**config.mk**
```make
export PLATFORM = sky130hd
export DESIGN_NAME = wrr_queue_sched
export DESIGN_NICKNAME = d
export VERILOG_FILES = /design/src/rtl/wrr_pkg.sv /design/src/rtl/wrr_slot_regs.sv /design/src/rtl/wrr_slot_search.sv /design/src/rtl/wrr_sched_core.sv /design/src/rtl/wrr_queue_sched.sv
export SDC_FILE = /design/constraint.sdc
export NUM_CORES = 1
export LEC_CHECK = 0
export BUFFER_PORTS_ARGS = -buffer_cell sky130_fd_sc_hd__buf_2
export CAP_MARGIN = 20
export CELL_PAD_IN_SITES_DETAIL_PLACEMENT = 0
export CELL_PAD_IN_SITES_GLOBAL_PLACEMENT = 1
export CORE_MARGIN = 10
export CORE_UTILIZATION = 49
export CTS_BUF_LIST = sky130_fd_sc_hd__clkbuf_2
export CTS_CLUSTER_DIAMETER = 150
export DETAILED_ROUTE_END_ITERATION = 7
export GPL_TIMING_DRIVEN = 1
export PLACE_DENSITY = 0.81
export SLEW_MARGIN = 40
export SYNTH_ARGS = -nofsm -noshare
export SYNTH_HDL_FRONTEND = slang
export SYNTH_SLANG_ARGS = --single-unit
```
**constraint.sdc**
```tcl
create_clock -name clk -period 5.8 [get_ports clk]
set_input_delay 1.74 -clock clk [delete_from_list [all_inputs] [get_ports clk]]
set_output_delay 1.74 -clock clk [all_outputs]
set_load 0.01 [all_outputs]
```
**src/rtl/wrr_pkg.sv**
```systemverilog
package wrr_pkg;

  // Scheduler state: waiting for an eligible slot, or holding a grant.
  typedef enum logic {
    ST_IDLE = 1'b0,
    ST_BUSY = 1'b1
  } wrr_state_e;

endpackage

```
**src/rtl/wrr_slot_regs.sv**
```systemverilog
module wrr_slot_regs #(
  parameter int unsigned N_REGS        = 4,
  parameter int unsigned REG_W         = 32,
  parameter int unsigned SLOTS_PER_REG = 4,
  parameter int unsigned Q_W           = 4,
  parameter int unsigned CNT_W         = 4,
  localparam int unsigned N_SLOTS      = N_REGS * SLOTS_PER_REG,
  localparam int unsigned SLOT_W       = Q_W + CNT_W,
  localparam int unsigned AW           = (N_REGS > 1) ? $clog2(N_REGS) : 1
) (
  input  logic                     clk,
  input  logic                     rst_n,
  input  logic                     wr_en_i,
  input  logic [AW-1:0]            wr_idx_i,
  input  logic [REG_W-1:0]         wr_data_i,
  output logic [N_SLOTS*Q_W-1:0]   slot_q_o,
  output logic [N_SLOTS*CNT_W-1:0] slot_cnt_o
);

  logic [REG_W-1:0] word_q [N_REGS];

  // One enabled register per control word.
  for (genvar r = 0; r < N_REGS; r++) begin : g_word
    logic word_en;
    assign word_en = wr_en_i && (wr_idx_i == AW'(r));
    always_ff @(posedge clk or negedge rst_n) begin
      if (!rst_n) begin
        word_q[r] <= '0;
      end else if (word_en) begin
        word_q[r] <= wr_data_i;
      end
    end
  end

  // Slot k sits in word k/SLOTS_PER_REG, queue field low, count field high.
  for (genvar k = 0; k < N_SLOTS; k++) begin : g_slot
    localparam int unsigned WI  = k / SLOTS_PER_REG;
    localparam int unsigned OFS = (k % SLOTS_PER_REG) * SLOT_W;
    assign slot_q_o[k*Q_W +: Q_W]       = word_q[WI][OFS +: Q_W];
    assign slot_cnt_o[k*CNT_W +: CNT_W] = word_q[WI][OFS+Q_W +: CNT_W];
  end

endmodule

```
**src/rtl/wrr_slot_search.sv**
```systemverilog
module wrr_slot_search #(
  parameter int unsigned N_SLOTS  = 16,
  parameter int unsigned N_QUEUES = 16,
  parameter int unsigned Q_W      = 4,
  parameter int unsigned CNT_W    = 4,
  localparam int unsigned S_W     = $clog2(N_SLOTS)
) (
  input  logic [S_W-1:0]           start_i,
  input  logic [N_SLOTS*Q_W-1:0]   slot_q_i,
  input  logic [N_SLOTS*CNT_W-1:0] slot_cnt_i,
  input  logic [N_QUEUES-1:0]      q_ready_i,
  output logic                     hit_o,
  output logic [S_W-1:0]           hit_slot_o
);

  logic [N_SLOTS-1:0] elig;

  for (genvar k = 0; k < N_SLOTS; k++) begin : g_elig
    assign elig[k] = (|slot_cnt_i[k*CNT_W +: CNT_W]) &&
                     q_ready_i[slot_q_i[k*Q_W +: Q_W]];
  end

  // Rotating priority: the lowest offset from start_i wins.
  always_comb begin
    hit_o      = 1'b0;
    hit_slot_o = start_i;
    for (int off = N_SLOTS - 1; off >= 0; off--) begin
      int pos;
      pos = int'(start_i) + off;
      if (pos >= int'(N_SLOTS)) pos = pos - int'(N_SLOTS);
      if (elig[pos]) begin
        hit_o      = 1'b1;
        hit_slot_o = S_W'(pos);
      end
    end
  end

endmodule

```
**src/rtl/wrr_sched_core.sv**
```systemverilog
module wrr_sched_core
  import wrr_pkg::*;
#(
  parameter int unsigned N_SLOTS = 16,
  parameter int unsigned Q_W     = 4,
  parameter int unsigned CNT_W   = 4,
  localparam int unsigned S_W    = $clog2(N_SLOTS)
) (
  input  logic             clk,
  input  logic             rst_n,
  input  logic             hit_i,
  input  logic [S_W-1:0]   hit_slot_i,
  input  logic [Q_W-1:0]   hit_q_i,
  input  logic [CNT_W-1:0] hit_cnt_i,
  input  logic             done_i,
  input  logic             retry_i,
  output logic             busy_o,
  output logic [S_W-1:0]   ptr_o,
  output logic [Q_W-1:0]   cur_q_o
);

  wrr_state_e       state_q, state_d;
  logic [S_W-1:0]   ptr_q, ptr_d;
  logic [CNT_W-1:0] sent_q, sent_d;
  logic [CNT_W-1:0] cnt_q, cnt_d;
  logic [Q_W-1:0]   cur_q_q, cur_q_d;
  logic             upd;
  logic [CNT_W:0]   sent_inc;
  logic             slot_last;
  logic [S_W-1:0]   ptr_next;

  assign sent_inc  = {1'b0, sent_q} + 1'b1;
  assign slot_last = sent_inc >= {1'b0, cnt_q};
  assign ptr_next  = (ptr_q == S_W'(N_SLOTS - 1)) ? '0 : ptr_q + 1'b1;

  // Clock enable: a new grant, or a completion that is not a retry.
  assign upd = (state_q == ST_IDLE) ? hit_i : (done_i && !retry_i);

  always_comb begin
    state_d = state_q;
    ptr_d   = ptr_q;
    sent_d  = sent_q;
    cnt_d   = cnt_q;
    cur_q_d = cur_q_q;
    if (state_q == ST_IDLE) begin
      state_d = ST_BUSY;
      ptr_d   = hit_slot_i;
      sent_d  = (hit_slot_i == ptr_q) ? sent_q : '0;
      cnt_d   = hit_cnt_i;
      cur_q_d = hit_q_i;
    end else begin
      state_d = ST_IDLE;
      if (slot_last) begin
        ptr_d  = ptr_next;
        sent_d = '0;
      end else begin
        sent_d = sent_inc[CNT_W-1:0];
      end
    end
  end

  always_ff @(posedge clk or negedge rst_n) begin
    if (!rst_n) begin
      state_q <= ST_IDLE;
      ptr_q   <= '0;
      sent_q  <= '0;
      cnt_q   <= '0;
      cur_q_q <= '0;
    end else if (upd) begin
      state_q <= state_d;
      ptr_q   <= ptr_d;
      sent_q  <= sent_d;
      cnt_q   <= cnt_d;
      cur_q_q <= cur_q_d;
    end
  end

  assign busy_o  = (state_q == ST_BUSY);
  assign ptr_o   = ptr_q;
  assign cur_q_o = cur_q_q;

  AST_RETRY_HOLDS_GRANT: assert property (@(posedge clk) disable iff (!rst_n)
    (busy_o && retry_i) |=> (busy_o && $stable(cur_q_o) && $stable(ptr_o)));

  AST_DONE_RELEASES: assert property (@(posedge clk) disable iff (!rst_n)
    (busy_o && done_i && !retry_i) |=> !busy_o);

  AST_IDLE_POINTER_HOLDS: assert property (@(posedge clk) disable iff (!rst_n)
    (!busy_o && !hit_i) |=> (!busy_o && $stable(ptr_o)));

  AST_IDLE_IGNORES_DONE: assert property (@(posedge clk) disable iff (!rst_n)
    (!busy_o && !hit_i && (done_i || retry_i)) |=> $stable(sent_q));

endmodule

```
**src/rtl/wrr_queue_sched.sv**
```systemverilog
module wrr_queue_sched #(
  parameter int unsigned N_QUEUES      = 16,
  parameter int unsigned N_REGS        = 4,
  parameter int unsigned REG_W         = 32,
  parameter int unsigned SLOTS_PER_REG = 4,
  parameter int unsigned CNT_W         = 4,
  localparam int unsigned Q_W          = $clog2(N_QUEUES),
  localparam int unsigned N_SLOTS      = N_REGS * SLOTS_PER_REG,
  localparam int unsigned S_W          = $clog2(N_SLOTS),
  localparam int unsigned AW           = (N_REGS > 1) ? $clog2(N_REGS) : 1
) (
  input  logic                clk,
  input  logic                rst_n,
  input  logic                cfg_we,
  input  logic [AW-1:0]       cfg_sel,
  input  logic [REG_W-1:0]    cfg_wdata,
  input  logic [N_QUEUES-1:0] q_ready,
  input  logic                msg_done,
  input  logic                msg_retry,
  output logic                sel_valid,
  output logic [Q_W-1:0]      sel_queue
);

  // Reset: asserted asynchronously, released on a clock edge.
  logic rst_meta, rst_sync_n;
  always_ff @(posedge clk or negedge rst_n) begin
    if (!rst_n) begin
      rst_meta   <= 1'b0;
      rst_sync_n <= 1'b0;
    end else begin
      rst_meta   <= 1'b1;
      rst_sync_n <= rst_meta;
    end
  end

  logic [N_SLOTS*Q_W-1:0]   slot_q;
  logic [N_SLOTS*CNT_W-1:0] slot_cnt;
  logic                     hit;
  logic [S_W-1:0]           hit_slot;
  logic [S_W-1:0]           ptr;
  logic [Q_W-1:0]           hit_q;
  logic [CNT_W-1:0]         hit_cnt;

  wrr_slot_regs #(
    .N_REGS(N_REGS), .REG_W(REG_W), .SLOTS_PER_REG(SLOTS_PER_REG),
    .Q_W(Q_W), .CNT_W(CNT_W)
  ) u_regs (
    .clk(clk), .rst_n(rst_sync_n),
    .wr_en_i(cfg_we), .wr_idx_i(cfg_sel), .wr_data_i(cfg_wdata),
    .slot_q_o(slot_q), .slot_cnt_o(slot_cnt)
  );

  wrr_slot_search #(
    .N_SLOTS(N_SLOTS), .N_QUEUES(N_QUEUES), .Q_W(Q_W), .CNT_W(CNT_W)
  ) u_search (
    .start_i(ptr), .slot_q_i(slot_q), .slot_cnt_i(slot_cnt),
    .q_ready_i(q_ready), .hit_o(hit), .hit_slot_o(hit_slot)
  );

  assign hit_q   = slot_q[hit_slot*Q_W +: Q_W];
  assign hit_cnt = slot_cnt[hit_slot*CNT_W +: CNT_W];

  wrr_sched_core #(
    .N_SLOTS(N_SLOTS), .Q_W(Q_W), .CNT_W(CNT_W)
  ) u_core (
    .clk(clk), .rst_n(rst_sync_n),
    .hit_i(hit), .hit_slot_i(hit_slot), .hit_q_i(hit_q), .hit_cnt_i(hit_cnt),
    .done_i(msg_done), .retry_i(msg_retry),
    .busy_o(sel_valid), .ptr_o(ptr), .cur_q_o(sel_queue)
  );

  AST_GRANT_WAS_READY: assert property (@(posedge clk) disable iff (!rst_sync_n)
    $rose(sel_valid) |-> (|(($past(q_ready) >> sel_queue) & N_QUEUES'(1))));

endmodule

```
======== Yosys cells after proc, flatten, opt, wreduce, memory -nomap -nowiden ========
Cells that the tools add are included.
word-level totals
  register bits ........................... 147
  bits of input ports ..................... 55
  logic and storage cells ................. 281
cells by class
  $add $sub $neg .......................... 33
  $lt $le $gt $ge ......................... 49
  equal/unequal tests ..................... 7
  shift operators ......................... 2
  multiplexer cells ....................... 136
  bitwise logic cells ..................... 1
  reduce and logical (&&, ||, !) cells .... 42
operators by type and width
  operator                                              count
  < comparator 32 x 6 -> 1 bit, second input constant   16
  2-to-1 mux 32 bit                                     16
  >= comparator 32 x 6 -> 1 bit, second input constant  15
  subtractor 32 x 6 -> 32 bit, second input constant    15
  binary-select mux 1 bit (select 4 bit)                32
  variable part select 64 x 7 -> 4 bit                  2
  2-to-1 mux 4 bit                                      22
  < comparator 4 x 5 -> 1 bit, second input constant    16
  2-to-1 mux 1 bit                                      66
  OR reduction 4 bit                                    16
  adder 4 x 4 -> 5 bit, second input constant           8
  logical AND 1 bit                                     21
  adder 4 x 3 -> 5 bit, second input constant           4
  adder 4 x 1 -> 5 bit, second input constant           2
  adder 4 x 2 -> 5 bit, second input constant           2
  AND reduction 2 bit                                   3
  subtractor 4 x 5 -> 6 bit, second input constant      1
  >= comparator 4 x 5 -> 1 bit, second input constant   1
  >= comparator 5 x 4 -> 1 bit                          1
  adder 4 x 1 -> 4 bit, second input constant           1
  == test 2 bit, second input constant                  2
  == test 4 bit                                         1
  == test 4 bit, second input constant                  1
  == test 2 x 1 -> 1 bit, second input constant         1
  5 further kinds                                       5

======== Depth between registers and ports, before layout ========
Gate-level depths: netlist of run 1.
  depth after elaboration ................. 25
  mapped depth ............................ 26

======== Cells and area by module ========
From an unflattened synthesis of run 1, not the netlist that was laid out.
second synthesis, totals
  cells, all modules ...................... 1031
  area total of the unflattened synthesis .. 11836.4 um^2
by module, submodules not included
  module           times used  cells an instance  area each (um^2)
  wrr_slot_search  1           593                4992.3
  wrr_slot_regs    1           272                4744.6
  wrr_queue_sched  1           73                 1087.3
  wrr_sched_core   1           93                 1012.2

======== Worst setup path before layout of run 1 ========
No wires, ideal clock.
  path type ............................... input to register
  from .................................... in q_ready[14]
  to ...................................... reg u_core.cnt_q[3]
  library setup time ...................... 0.124 ns
  data arrival time ....................... 5.688 ns
  path slack .............................. -0.012 ns
  stages .................................. 17
  buffers on the path ..................... 3
  path through ............................ buf_2 > mux4_2 > nand2b_1 > nand4b_1 > nand2_2 > mux4_2 > a222oi_1 > a21oi_1 > nor4_2 > o211ai_1 > o2111a_2 > or2_1 > buf_6 > buf_4 > a2111oi_0 > a22oi_1 > a211o_1
between the ends
  cells in the longest elaborated chain, start to end .. 24
RTL lines
  element                                                                          line                   source
  start: declaration                                                               wrr_queue_sched.sv:17  input logic [N_QUEUES-1:0] q_ready,
  branches (longest 24 deep; another with binary-select mux 1 bit (select 4 bit))  n/a
  end signal: assignment                                                           wrr_sched_core.sv:73   cnt_q <= cnt_d;
  end: declaration                                                                 wrr_sched_core.sv:25   logic [CNT_W-1:0] cnt_q, cnt_d;
Several ways; the timed one is not identified. The select of a mux whose other input is x is not followed.
A chain may end at the register's enable or synchronous reset.

======== Final worst setup path of run 1 ========
  from .................................... in q_ready[1]
  to ...................................... reg u_core.cnt_q[3]
The elaborated chain is that of the path after synthesis.

==> results.sh, run 1 <==
export IMPL_tritoncts_num_buffers=17
export IMPL_cts_reportedPaths_clkPinSlew_ns=0.29
export IMPL_path_delay_family="compound AO/OA/AOI/OAI gates"
export IMPL_synth_net_count=1688
export IMPL_htreeDepth=4
export IMPL_flip_flop_and_latch_count_after_synthesis=147
export IMPL_synth_simple_area_share_pct=17.7
export IMPL_outcome="finished, final reports clean"
export IMPL_core_area_sq_um=28900
export IMPL_wire_length_of_the_first_global_routing_pass_mm=91.3
export IMPL_first_global_vias=14500
export IMPL_antenna_violating_nets_left=0
export IMPL_report_final_hold_viol_count=0
export IMPL_main_combinational_cell_family_by_area_after_synthesis="compound AO/OA/AOI/OAI gates"
export IMPL_area_growth_pct=17.5
export IMPL_critical_setup_path_class="input port to register"
export IMPL_yosys_warnings=0
export IMPL_max_freq_mhz=176
export IMPL_timing_worst_slew_pin_value_ns=0.846
export IMPL_dp_cells=2162
export IMPL_cp_buffers_inverters=5
export IMPL_synthesis_instances=1620
export IMPL_antenna_found_initial=3
export IMPL_timing_critical_path_to_type="register"
export IMPL_drt_drc_violations_left=0
export IMPL_number_of_synthesized_flops_with_an_enable_pin=0
export IMPL_yosysSeqAreaShare_pct=25.4
export IMPL_final_setup_fails=0
export IMPL_netlist_cell_type_count=94
export IMPL_whs_ns=0.370
export IMPL_rows=62
export IMPL_critical_path_max_fanout=11
export IMPL_startpoint_class="input port"
export IMPL_worst_endpoint_required_ns=6.59
export IMPL_grt_setup_unrepaired="false"
export IMPL_die_width_um=192
export IMPL_synth_mux_area_fraction_pct=23.5
export IMPL_fp_dieH_um=192
export IMPL_cts_tree="yes"
export IMPL_timing_clock_skew_ns=0.0399
export IMPL_crit_path_cell_trace="buf_2, buf_4, mux2i_1, a211oi_1, o211ai_1, buf_4, nand4_1, nand4_1, buf_4, o221a_2, and2_1, o311a_1, o211ai_1, o2111a_2, nor2_2, buf_4, a211oi_1, nor3b_1, nor4_1, a211o_1"
export IMPL_hpwl_mm=45.3
export IMPL_clockRootBuffer="sky130_fd_sc_hd__clkbuf_2"
export IMPL_crit_path_max_incr_delay_ns=0.39
export IMPL_min_period_over_period_pct=97.9
export IMPL_initial_core_util_pct=50.0
export IMPL_hold_buffers=0
export IMPL_synth_compound_area_share_pct=25.0
export IMPL_routabilityCongestion=1.03
export IMPL_maxSlewHeadroom_pct=43.1
export IMPL_post_route_cells_drive_above_1_share_pct=33.4
export IMPL_drt_wirelength_per_cell_um=27.4
export IMPL_postSynth_topFlopCell="sky130_fd_sc_hd__dfrtp_1"
export IMPL_io_buffers=59
export IMPL_critPathSlowestCell="sky130_fd_sc_hd__a211oi_1"
export IMPL_hp_class="register to asynchronous set/reset pin"
export IMPL_boundaryPins=60
export IMPL_grt_use_total_pct=32.5
export IMPL_period_minus_slack_ns=5.68
export IMPL_synthesis_area_sq_um=14500
export IMPL_via_per_inst=7.06
export IMPL_fp_dieArea_sq_um=36800
export IMPL_route_vias_total=15500
export IMPL_final_cell_mix="261 x sky130_fd_sc_hd__buf_4, 150 x sky130_fd_sc_hd__mux2_2, 145 x sky130_fd_sc_hd__dfrtp_1"
export IMPL_global_route_overflow_total=0
export IMPL_synth_xor_area_share_pct=1.09
export IMPL_synth_adder_area_share_pct=1.12
export IMPL_drt_pass1_iterations=8
export IMPL_total_of_max_cap_violations=0
export IMPL_drt_first_iter_violations=2026
export IMPL_syn_avg_cell_area_sq_um=8.93
export IMPL_maximum_number_of_pins_on_one_net_before_global_route_repair=65
export IMPL_detail_route_wirelength_mm=60.3
export IMPL_path_common_cell="sky130_fd_sc_hd__buf_4"
export IMPL_asyncSetResetFlopFracSynth_pct=100
export IMPL_final_nets=1865
export IMPL_final_common_cell="sky130_fd_sc_hd__buf_4"
export IMPL_clock_sinks=147
export IMPL_timing_critical_path_arrival_ns=6.47
export IMPL_final_max_slew_violation_count=0
export IMPL_clock_tree_buffer_depth=2
export IMPL_clock_insertion_delay_worst_skew_ns=0.86
export IMPL_instances_no_fill=2197
layout make-up:
| cell class | count | area (sq um) |
|---|---|---|
| fill | 2651 | 12000 |
| multi-input combinational | 1276 | 9990 |
| sequential | 147 | 3690 |
| timing repair buffer | 331 | 2470 |
| tap | 384 | 480 |
| clock inverter | 14 | 165 |
| clock buffer | 18 | 90.1 |
| inverter | 24 | 90.1 |
| antenna | 3 | 7.51 |
synthesized netlist by cell type (15+ instances only):
master                       n  area (sq um)
sky130_fd_sc_hd__a211oi_1   23           173
sky130_fd_sc_hd__a21oi_1    59           295
sky130_fd_sc_hd__a221oi_1  126          1100
sky130_fd_sc_hd__a22oi_1    19           143
sky130_fd_sc_hd__and2_1     17           106
sky130_fd_sc_hd__buf_1      16          60.1
sky130_fd_sc_hd__buf_2      50           250
sky130_fd_sc_hd__clkbuf_1   93           349
sky130_fd_sc_hd__dfrtp_1   147          3680
sky130_fd_sc_hd__inv_1      21          78.8
sky130_fd_sc_hd__mux2_2    150          1690
sky130_fd_sc_hd__mux2i_1    77           771
sky130_fd_sc_hd__mux4_2     36           811
sky130_fd_sc_hd__nand2_1   107           402
sky130_fd_sc_hd__nand2b_1   29           181
sky130_fd_sc_hd__nand3_1    74           370
sky130_fd_sc_hd__nand4_1    21           131
sky130_fd_sc_hd__nor2_1    127           477
sky130_fd_sc_hd__nor2b_1    15          93.8
sky130_fd_sc_hd__nor3_1     34           170
sky130_fd_sc_hd__nor3b_1    15           113
sky130_fd_sc_hd__nor4_1     17           106
sky130_fd_sc_hd__o211ai_1   29           218
sky130_fd_sc_hd__o21ai_0    37           185
sky130_fd_sc_hd__o22ai_1    22           138
worst register-to-register path: stages (launching register included):
cell	delay (ns)
sky130_fd_sc_hd__dfrtp_1	0.88
sky130_fd_sc_hd__mux2i_1	0.30
sky130_fd_sc_hd__o22ai_1	0.13
sky130_fd_sc_hd__o311ai_1	0.42
sky130_fd_sc_hd__buf_4	0.19
sky130_fd_sc_hd__nand2_1	0.09
sky130_fd_sc_hd__mux4_2	0.54
sky130_fd_sc_hd__a222oi_1	0.54
sky130_fd_sc_hd__buf_4	0.21
sky130_fd_sc_hd__a21oi_1	0.07
sky130_fd_sc_hd__nor4_2	0.28
sky130_fd_sc_hd__o211ai_1	0.17
sky130_fd_sc_hd__o2111a_2	0.32
sky130_fd_sc_hd__or2_1	0.27
sky130_fd_sc_hd__buf_12	0.17
sky130_fd_sc_hd__mux2_4	0.29
sky130_fd_sc_hd__and4_4	0.19
sky130_fd_sc_hd__o31a_1	0.26
sky130_fd_sc_hd__o22ai_1	0.17
cell families after synthesis:
logic type,after synthesis
compound gates,468
fa+ha+maj,13
xor+xnor,18
mux,273
buf+inv,197
flops,147
simple gates,503
other cells,1
stage by stage:
step | setup TNS [ns] | setup WS, ns | utilization [%] | instance area (sq um)
floorplan | 0 | 0.00779 | - | 14500
global placement | -7.78 | -0.715 | 57.6 | 16700
detailed placement | -8.28 | -0.731 | 57.7 | 16700
CTS | 0 | 0.190 | 58.6 | 17000
global route | 0 | 0.0464 | 58.7 | 17000
finish | 0 | 0.123 | 58.7 | 17000
routing by layer:
metal	global-route usage, %	part of all wire (%)	up-vias
li1	-	-	6716
met1	44.0	41	7676
met2	49.2	44	938
met3	6.17	9.4	185
met4	14.7	5.3	2
met5	0	0.022	-
flip-flops by register name (all words and copies together) (netlist names):
| register | flops |
|---|---|
| rst_meta | 1 |
| u_core.busy_o | 1 |
| u_core.cnt_q | 4 |
| u_regs.slot_cnt_o | 64 |
| u_core.sent_q | 4 |
| u_regs.slot_q_o | 64 |
| rst_sync_n | 1 |
| u_core.ptr_o | 4 |
| u_core.cur_q_o | 4 |
timing repair:
| action | CTS | global route |
|---|---|---|
| setup endpoints to repair | 0 | 6 |
| setup buffers | 0 | 0 |
| gates resized for setup | 0 | 3 |
final timing paths:
path,slack (ns),end,depth (start not counted),start
min in group clk,0.40,rst_sync_n$_DFF_PN0_,0,rst_meta$_DFF_PN0_
setup / recovery,0.12,u_core.cnt_q[3]$_DFFE_PN0P_,20,q_ready[1]
max in group asynchronous,4.23,u_core.ptr_o[0]$_DFFE_PN0P_,1,rst_sync_n$_DFF_PN0_
hold reg to reg,0.37,u_regs.slot_cnt_o[12]$_DFFE_PN0P_,0,rst_sync_n$_DFF_PN0_
setup reg to reg,0.26,u_core.cur_q_o[2]$_DFFE_PN0P_,18,u_regs.slot_q_o[16]$_DFFE_PN0P_
hold / removal,0.37,u_regs.slot_cnt_o[12]$_DFFE_PN0P_,0,rst_sync_n$_DFF_PN0_
Power of run 1 is left out: the tool's default activity adds up to more than one toggle a clock period on the data nets, which glitch-free logic cannot reach.
==> run 2, diff against run 1 <==
==> constraint.sdc (replaced) <==
create_clock -name clk -period 5.8 [get_ports clk]
set_input_delay 0.58 -clock clk [delete_from_list [all_inputs] [get_ports clk]]
set_output_delay 0.58 -clock clk [all_outputs]
set_load 0.01 [all_outputs]
==> results.sh, run 2 (synthesis gave the netlist of run 1 again) <==
export IMPL_timing_clock_skew_ns=0.0756
export IMPL_clock_tree_buffer_depth=2
export IMPL_final_nets=1702
export IMPL_timing_worst_slew_pin_value_ns=0.841
export IMPL_period_minus_slack_ns=5.55
export IMPL_min_path_cells=2
export IMPL_worst_r2r_cell_count=16
export IMPL_cts_reportedPaths_clkPinSlew_ns=0.29
export IMPL_maxSlewHeadroom_pct=44.0
export IMPL_seq_area_sq_um=3690
export IMPL_final_setup_fails=0
export IMPL_startpoint_class="register"
export IMPL_drt_drc_violations_left=1
export IMPL_clock_insertion_delay_worst_skew_ns=0.83
export IMPL_rows=62
export IMPL_report_final_hold_viol_count=0
export IMPL_crit_path_cell_trace="mux2i_1, o22ai_1, o311ai_1, nand2_1, mux4_2, a222oi_1, buf_4, and2_1, o21ai_1, a2bb2oi_1, a41oi_1, and2_2, a211oi_1, nor3b_1, nor4_1, a211o_1"
export IMPL_cts_tree="yes"
export IMPL_crit_path_cell_count=16
export IMPL_clockRootBuffer="sky130_fd_sc_hd__clkbuf_2"
export IMPL_worst_endpoint_required_ns=6.54
export IMPL_critical_setup_path_class="register to register"
export IMPL_final_common_cell="sky130_fd_sc_hd__mux2_2"
export IMPL_antenna_found_initial=1
export IMPL_min_period_over_period_pct=95.8
export IMPL_outcome="finished with violations"
export IMPL_via_per_inst=7.22
export IMPL_hp_class="input port to register"
export IMPL_maximum_number_of_pins_on_one_net_before_global_route_repair=79
export IMPL_timing_critical_path_to_type="register"
export IMPL_area_growth_pct=8.77
export IMPL_critical_path_max_fanout=14
export IMPL_final_cell_mix="150 x sky130_fd_sc_hd__mux2_2, 145 x sky130_fd_sc_hd__dfrtp_1, 126 x sky130_fd_sc_hd__nor2_1, 126 x sky130_fd_sc_hd__a221oi_1, 107 x sky130_fd_sc_hd__nand2_1"
export IMPL_max_freq_mhz=180
export IMPL_htreeDepth=4
export IMPL_clock_sinks=147
export IMPL_io_buffers=59
export IMPL_dp_cells=1985
export IMPL_first_global_vias=13700
export IMPL_grt_use_total_pct=31.4
export IMPL_reg_to_reg_endpoint="u_core.cnt_q[3]$_DFFE_PN0P_"
export IMPL_boundaryPins=60
export IMPL_critPathSlowestCell="sky130_fd_sc_hd__dfrtp_1"
export IMPL_total_of_max_cap_violations=0
export IMPL_layout_filler_cells=2693
export IMPL_antenna_violating_nets_left=0
export IMPL_post_route_cells_drive_above_1_share_pct=25.7
export IMPL_detail_route_wirelength_mm=58.5
export IMPL_die_width_um=192
export IMPL_drt_pass1_iterations=8
export IMPL_core_area_sq_um=28900
export IMPL_fp_dieH_um=192
export IMPL_fp_dieArea_sq_um=36800
export IMPL_tritoncts_num_buffers=17
export IMPL_timing_critical_path_arrival_ns=6.29
export IMPL_min_from="cfg_wdata[27]"
export IMPL_hpwl_mm=43.1
export IMPL_routabilityCongestion=0.994
export IMPL_final_max_slew_violation_count=0
export IMPL_post_cts_setup_buffer_count=0
export IMPL_hold_path_end="u_regs.slot_q_o[47]$_DFFE_PN0P_"
export IMPL_global_route_overflow_total=0
export IMPL_grt_setup_unrepaired="false"
export IMPL_crit_reg2reg_launch="u_regs.slot_q_o[20]$_DFFE_PN0P_"
export IMPL_crit_path_max_incr_delay_ns=0.83
export IMPL_drt_wirelength_per_cell_um=28.8
export IMPL_drt_first_iter_violations=2006
export IMPL_wire_length_of_the_first_global_routing_pass_mm=88.3
export IMPL_cp_buffers_inverters=1
export IMPL_violated_checks="design-rule violations"
export IMPL_instances_no_fill=2032
export IMPL_initial_core_util_pct=50.0
export IMPL_multi_input_comb_area_sq_um=9950
export IMPL_path_delay_family="compound AO/OA/AOI/OAI gates"
export IMPL_final_setup_tns_ns=0
export IMPL_route_vias_total=14700
export IMPL_setup_reg_to_reg_worst_slack_ns=0.25
[run 2: cell count changes in the layout (fill, tap and decap cells not counted), moves of 2 or more]
cell / delta
sky130_fd_sc_hd__a2111oi_0: +2
sky130_fd_sc_hd__buf_12: -4
sky130_fd_sc_hd__buf_4: -174
sky130_fd_sc_hd__buf_6: +2
sky130_fd_sc_hd__clkinv_4: +3
sky130_fd_sc_hd__clkinvlp_4: -3
sky130_fd_sc_hd__diode_2: -2
sky130_fd_sc_hd__dlygate4sd3_1: +13
[run 2: worst max path at each step]
stage	from	endpoint
after detailed placement	q_ready[9]	u_core.cur_q_o[1]$_DFFE_PN0P_
final	u_regs.slot_q_o[20]$_DFFE_PN0P_	u_core.cnt_q[3]$_DFFE_PN0P_
after floorplan	u_core.ptr_o[0]$_DFFE_PN0P_	u_core.cnt_q[3]$_DFFE_PN0P_
after global routing	u_regs.slot_q_o[20]$_DFFE_PN0P_	u_core.cnt_q[3]$_DFFE_PN0P_
after global placement	q_ready[9]	u_core.cnt_q[3]$_DFFE_PN0P_
after CTS	u_regs.slot_q_o[20]$_DFFE_PN0P_	u_core.cnt_q[3]$_DFFE_PN0P_
[run 2: what timing repair did]
item | in CTS | in global routing
setup endpoints to repair | 0 | 0
endpoints found under the hold margin | 22 | 4
resized for setup | 0 | 0
hold buffers | 11 | 2
[run 2: final cells by class]
class | count | area share (%)
clock inverter | 15 | 1.19
timing repair buffer | 168 | 7.89
antenna | 1 | 0.0159
clock buffer | 17 | 0.541
tap | 384 | 3.06
sequential | 147 | 23.4
multi-input combinational | 1276 | 63.3
inverter | 24 | 0.573
[run 2: worst register-to-register path, delay by kind of cell (launching register included)]
family | cells | cell delay, ns
buffers and inverters | 1 | 0.20
AOI/OAI and AO/OA | 8 | 2.37
muxes | 2 | 0.93
and+or+nand+nor | 5 | 1.19
DFF | 1 | 0.83
[run 2: layer usage]
metal / wire length (um) / global-route usage [%]
met5: 0 / 0
met4: 2760 / 13.5
met3: 5280 / 6.09
met2: 25800 / 46.9
met1: 24600 / 43.3
[run 2: through the flow]
stage	worst slack, ns	utilization, %	hold slack [ns]	area [sq um]
6_report	0.246	54.4	0.0370	15700
5_1_grt	0.00341	54.4	0.00104	15700
4_1_cts	0.393	54.1	0.000311	15700
3_5_place_dp	0.338	52.8	0.340	15300
3_3_place_gp	0.392	52.8	0.343	15300
2_1_floorplan	0.0941	-	0.284	14500
Power of run 2 is left out for the same reason.
